`src/rtl/rwin_pkg.sv`:
```
`timescale 1ns/1ps
package rwin_pkg;

  typedef enum logic [1:0] {
    CHK_SOME = 2'd0,
    CHK_EACH = 2'd1,
    CHK_LATE = 2'd2
  } rw_kind_e;

  // Map the mode pins to a judging kind; code 3 falls back to "some".
  function automatic rw_kind_e rw_decode(input logic [1:0] m);
    case (m)
      2'd1:    return CHK_EACH;
      2'd2:    return CHK_LATE;
      default: return CHK_SOME;
    endcase
  endfunction

  // An offset counts toward the window once it reaches the lower bound.
  function automatic bit rw_opens(input int age, input int lo);
    return age >= lo;
  endfunction

  // The window is judged for the last time at the upper bound.
  function automatic bit rw_closes(input int age, input int hi);
    return age == hi;
  endfunction

endpackage

```
`src/rtl/rw_slot.sv`:
```
`timescale 1ns/1ps
module rw_slot
  import rwin_pkg::*;
#(
  parameter int AGE = 0,
  parameter int LO  = 2,
  parameter int HI  = 5
) (
  input  logic     live_i,
  input  logic     ack_i,
  input  rw_kind_e kind_i,
  output logic     live_o,
  output logic     fail_o,
  output logic     spill_o
);

  localparam bit OPEN  = rw_opens(AGE, LO);
  localparam bit CLOSE = rw_closes(AGE, HI);

  logic answered;
  assign answered = OPEN && ack_i;

  always_comb begin
    live_o  = 1'b0;
    fail_o  = 1'b0;
    spill_o = 1'b0;
    case (kind_i)
      CHK_EACH: begin
        fail_o = live_i && OPEN && !ack_i;
        live_o = live_i && !CLOSE && !fail_o;
      end
      CHK_LATE: begin
        spill_o = live_i && CLOSE && !answered;
        live_o  = live_i && !CLOSE && !answered;
      end
      default: begin
        fail_o = live_i && CLOSE && !answered;
        live_o = live_i && !CLOSE && !answered;
      end
    endcase
  end

  always_comb begin
    AST_SLOT_SINGLE_FATE: assert (!(live_o && (fail_o || spill_o)));
  end

endmodule

```
`src/rtl/rw_age_pipe.sv`:
```
`timescale 1ns/1ps
module rw_age_pipe
  import rwin_pkg::*;
#(
  parameter int LO = 2,
  parameter int HI = 5
) (
  input  logic          clk_i,
  input  logic          rst_i,
  input  logic          flush_i,
  input  logic          req_i,
  input  logic          ack_i,
  input  rw_kind_e      kind_i,
  output logic [HI:0]   held_o,
  output logic          fail_any_o,
  output logic          spill_o,
  output logic          live_any_o
);

  localparam int DEPTH = HI + 1;

  logic [DEPTH-1:0] held_q;
  logic [DEPTH-1:0] slot_in;
  logic [DEPTH-1:0] slot_live;
  logic [DEPTH-1:0] slot_fail;
  logic [DEPTH-1:0] slot_spill;

  // Offset 0 is the request on this edge; older offsets come from the line.
  always_comb begin
    slot_in[0] = req_i;
    for (int a = 1; a < DEPTH; a++) slot_in[a] = held_q[a-1];
  end

  for (genvar g = 0; g < DEPTH; g++) begin : g_slot
    rw_slot #(.AGE(g), .LO(LO), .HI(HI)) u_slot (
      .live_i (slot_in[g]),
      .ack_i  (ack_i),
      .kind_i (kind_i),
      .live_o (slot_live[g]),
      .fail_o (slot_fail[g]),
      .spill_o(slot_spill[g])
    );
  end

  always_ff @(posedge clk_i) begin
    if (rst_i || flush_i) held_q <= '0;
    else                  held_q <= slot_live;
  end

  assign held_o     = held_q;
  assign fail_any_o = |slot_fail;
  assign spill_o    = |slot_spill;
  assign live_any_o = |slot_live;

  AST_AGE_ZERO_FROM_REQ: assert property (@(posedge clk_i) disable iff (rst_i)
    held_q[0] |-> $past(req_i));

  for (genvar g = 1; g < DEPTH; g++) begin : g_step
    AST_AGE_STEP: assert property (@(posedge clk_i) disable iff (rst_i)
      held_q[g] |-> $past(held_q[g-1]));
  end

endmodule

```
`src/rtl/rw_late_tail.sv`:
```
`timescale 1ns/1ps
module rw_late_tail (
  input  logic clk_i,
  input  logic rst_i,
  input  logic flush_i,
  input  logic ack_i,
  input  logic spill_i,
  output logic tail_q_o,
  output logic tail_next_o
);

  logic tail_q;

  // Requests older than HI share one bit: any acknowledge answers all of them.
  assign tail_next_o = spill_i || (tail_q && !ack_i);

  always_ff @(posedge clk_i) begin
    if (rst_i || flush_i) tail_q <= 1'b0;
    else                  tail_q <= tail_next_o;
  end

  assign tail_q_o = tail_q;

  AST_TAIL_ACK_CLEARS: assert property (@(posedge clk_i) disable iff (rst_i)
    (tail_q && ack_i && !spill_i) |=> !tail_q);

endmodule

```
`src/rtl/rw_window_mon.sv`:
```
`timescale 1ns/1ps
module rw_window_mon
  import rwin_pkg::*;
#(
  parameter int LO = 2,
  parameter int HI = 5
) (
  input  logic       clk_i,
  input  logic       rst_i,
  input  logic       req_i,
  input  logic       ack_i,
  input  logic [1:0] mode_i,
  input  logic       eot_i,
  output logic       viol_o,
  output logic       pending_o
);

  rw_kind_e    kind;
  logic        late;
  logic        flush;
  logic        fail_any;
  logic        spill;
  logic        live_any;
  logic [HI:0] held;
  logic        tail_q;
  logic        tail_next;
  logic        eot_fail;
  logic        viol_q;

  assign kind  = rw_decode(mode_i);
  assign late  = (kind == CHK_LATE);
  assign flush = late && eot_i;

  rw_age_pipe #(.LO(LO), .HI(HI)) u_pipe (
    .clk_i     (clk_i),
    .rst_i     (rst_i),
    .flush_i   (flush),
    .req_i     (req_i),
    .ack_i     (ack_i),
    .kind_i    (kind),
    .held_o    (held),
    .fail_any_o(fail_any),
    .spill_o   (spill),
    .live_any_o(live_any)
  );

  rw_late_tail u_tail (
    .clk_i      (clk_i),
    .rst_i      (rst_i),
    .flush_i    (flush),
    .ack_i      (ack_i),
    .spill_i    (spill),
    .tail_q_o   (tail_q),
    .tail_next_o(tail_next)
  );

  assign eot_fail = flush && (live_any || tail_next);

  always_ff @(posedge clk_i) begin
    if (rst_i) viol_q <= 1'b0;
    else       viol_q <= fail_any || eot_fail;
  end

  assign viol_o    = viol_q;
  assign pending_o = (|held) || tail_q;

  AST_IDLE_QUIET: assert property (@(posedge clk_i) disable iff (rst_i)
    (!pending_o && !req_i) |=> !viol_o);

  AST_LATE_NO_BOUND: assert property (@(posedge clk_i) disable iff (rst_i)
    (late && !eot_i) |=> !viol_o);

  AST_EOT_INERT: assert property (@(posedge clk_i) disable iff (rst_i)
    (!late && eot_i && !fail_any) |=> !viol_o);

  AST_EOT_REPORTS: assert property (@(posedge clk_i) disable iff (rst_i)
    (late && eot_i && pending_o && !ack_i) |=> viol_o);

  AST_EOT_EMPTIES: assert property (@(posedge clk_i) disable iff (rst_i)
    (late && eot_i) |=> !pending_o);

endmodule

```
`config.mk`:
```
export PLATFORM = sky130hd
export DESIGN_NAME = rw_window_mon
export DESIGN_NICKNAME = d
export VERILOG_FILES = /design/src/rtl/rwin_pkg.sv /design/src/rtl/rw_slot.sv /design/src/rtl/rw_age_pipe.sv /design/src/rtl/rw_late_tail.sv /design/src/rtl/rw_window_mon.sv
export SDC_FILE = /design/constraint.sdc
export NUM_CORES = 1
export LEC_CHECK = 0
export BUFFER_PORTS_ARGS = -buffer_cell sky130_fd_sc_hd__clkbuf_2
export CORE_AREA = 5 5 42 44
export CTS_CLUSTER_DIAMETER = 120
export CTS_CLUSTER_SIZE = 10
export DETAILED_ROUTE_END_ITERATION = 7
export DIE_AREA = 0 0 47 49
export GPL_TIMING_DRIVEN = 0
export PLACE_DENSITY = 0.42
export SLEW_MARGIN = 15
export SYNTH_ARGS = -nofsm -noshare
export SYNTH_HDL_FRONTEND = slang
export SYNTH_SLANG_ARGS = --single-unit
export TNS_END_PERCENT = 10
```
`constraint.sdc`:
```
create_clock -name clk_i -period 2.1 [get_ports clk_i]
set_clock_uncertainty 0.2 [all_clocks]
set_input_delay 0.105 -clock clk_i [delete_from_list [all_inputs] [get_ports clk_i]]
set_output_delay 0.105 -clock clk_i [all_outputs]
set_load 0.05 [all_outputs]
```
==> flow_summary.yaml <==
yosys:
  postSynthRegisterBits: 7
  synth_flop_cell: "dfxtp_1"
  yosysMostFrequentCell: "dfxtp_1"
  ys_types: 16
  syn_area_um2: 289.0
  synth.area.top_cells: "dfxtp_1 (48%), and2_1 (11%), a21oi_1 (5.2%), nor2b_1 (4.3%), or3_1 (4.3%)"
  synth_edf_count: 0
  synth_top_cell_area_share: 0.4848
  seq_area_frac_synth: 0.4848
  synth_warnings: 0
  synth-async-reset-ratio: 0
  syn_nets: 37
  synth_top_area_cell: "dfxtp_1"
  avgSynthCellArea_um2: 9.634
  synthCells: 30
  yosys-top-cells-count: "dfxtp_1 (7), and2_1 (5), a21oi_1 (3)"
flow_run:
  cap_violations: 0
die:
  start_util: 0.2062
  die_h_um: 49
  core_area_um2: 1401
  io_pins: 9
  die-area_um2: 2303
  die_w_um: 47
  rows: 14
global_routing:
  grt_usage: 0.06850
  grt_pass1_vias: 268
  grt_overflow: 0
  use_met1: 0.07982
  grt_max_degree: 5
  grt.met2_usage: 0.09050
  grt_use_met3: 0.03321
  top_usage_layer: "met2"
  antenna_found_initial: 0
  grt_pass1_wl_um: 1062
min_path:
  worstHoldPathCells: 3
  hp-class: "primary input to flop"
critical_path:
  crit_type: "flop to output pin"
  cp-endpoint: "pending_o"
  cp.arrival_ns: 1.71
  crit_path_max_fanout: 2
  r2r-end: "viol_o"
  cp.required_ns: 1.79
  reg2reg_depth: 4
  end_kind: "output pin"
  r2r-start: "u_pipe.held_o[1]"
  r2r_slack_ns: 0.52
  start_kind: "flop"
  critical_path.startpoint: "u_pipe.held_o[1]"
detailed_routing:
  avgRoutedWirePerCell_um: 9.774
  viasPerCell: 4.048
  dr.pass1.iters: 2
  routed_wl_um: 606
  vias: 251
  drtIter0Drc: 3
  ant_nets: 0
  drc: 0
status:
  status: "completed"
placed_design:
  gp_congestion: 0.6590
  dp_slack_ns: 0.3532
  numPortBuffers: 8
timing:
  maxSlewHeadroom: 0.8131
  fin_crit_ns: 2.020
  max_freq_mhz: 495.1
  drv_slew: 0
  worst_slew_pin_slew_ns: 0.2798
  post-route-period-util: 0.9617
  finalHoldViolCount: 0
  rsz0062_at_grt: "no"
  setup_viol: 0
  layout_setup_ws_ns: 0.08041
  fin_tns_setup_ns: 0
cts:
  cts_buffer_depth: 2
  cts_sinks: 7
  cts_tree: "yes"
  cts_made_buffers: 3
  cts_resized: 0
  cts-root-buf: "clkbuf_4"
  clk_pin_slew_ns: 0.05
  cts_max_level: 1
  post_cts_buffers: 0
  ctsHoldBuffers: 4
  clk-insertion-delay-late_ns: 0.24
power:
  power.leakage_nw: 0.1928
  finalPower_uw: 295.5
  power.density_nw_per_um2: 711.3
  peakVddDrop_mv: 0.3299
final_layout:
  antenna_cells: 0
  area_growth_pct: 43.72
  drive_gt1_frac: 0.2609
  fin_nets: 54
[layer usage]
| layer | up-vias | share of wire |
|---|---|---|
| met1 | 110 | 0.48 |
| met3 | 2 | 0.064 |
| met5 | - | 0 |
| li1 | 134 | - |
| met2 | 5 | 0.43 |
| met4 | 0 | 0.021 |
[how the worst min path moves through the flow]
stage	from	endpoint	slack (ns)
final	eot_i	u_pipe.held_o[0]	0.02
after global routing	eot_i	u_pipe.held_o[1]	0.04
after CTS	eot_i	u_pipe.held_o[0]	0.02
after detailed placement	req_i	u_pipe.held_o[0]	0.14
after global placement	req_i	u_pipe.held_o[0]	0.14
after floorplan	ack_i	u_tail.tail_q_o	-0.02
[cells by family (layout without fill, tap and decap cells)]
family | after synthesis | in the layout | share of synthesized area
buf+inv | 1 | 17 | 0.01297
xor+xnor | 1 | 1 | 0.03031
compound gates | 6 | 6 | 0.1342
simple gates | 14 | 14 | 0.2987
mux | 1 | 1 | 0.03896
flops | 7 | 7 | 0.4848
[sequential cells by signal, indices dropped and copies added (netlist names)]
name,cells
u_tail.tail_q_o,1
u_pipe.held_o,5
viol_o,1
[critical path, cell delays in order, from the launching register on]
cell	delay, ns
dfxtp_1	0.30
or3_1	0.38
or3_1	0.33
or2_1	0.22
clkbuf_2	0.24
[where the power goes]
group	switching (mW)	internal, mW
logic	0.0220	0.0174
registers	0.00123	0.136
clock network	0.0466	0.0723
total	0.0698	0.226
[cell type report]
cell class | instances | area [µm²]
multi-input combinational | 22 | 145.1
tap | 16 | 20.02
clock buffer | 4 | 26.28
inverter | 1 | 3.754
fill | 159 | 985.9
timing repair buffer | 12 | 80.08
sequential | 7 | 140.1
[cell usage in the layout (no fill, tap or decap), drive strengths merged]
cell / netlist / routed
a21oi: 3 / 3
o31ai: 1 / 1
dfxtp: 7 / 7
or3: 2 / 2
a21o: 1 / 1
nand2b: 1 / 1
dlygate4sd3: 0 / 4
inv: 1 / 1
mux2: 1 / 1
and2: 5 / 5
nor2: 1 / 1
nor2b: 3 / 3
nor3: 1 / 1
clkbuf: 0 / 12
xnor2: 1 / 1
o311ai: 1 / 1
or2: 1 / 1
[metrics by stage]
stage	instances	cell area (µm²)	hold WS [ns]	util
4_1_cts	62	415.4	0.01687	0.2964
3_5_place_dp	54	349.1	0.1424	0.2491
3_3_place_gp	54	349.1	0.1374	0.2491
6_report	62	415.4	0.02175	0.2964
5_1_grt	62	415.4	0.04118	0.2964
2_1_floorplan	30	289.0	-0.01636	-
(Power assumes the default switching activity.)
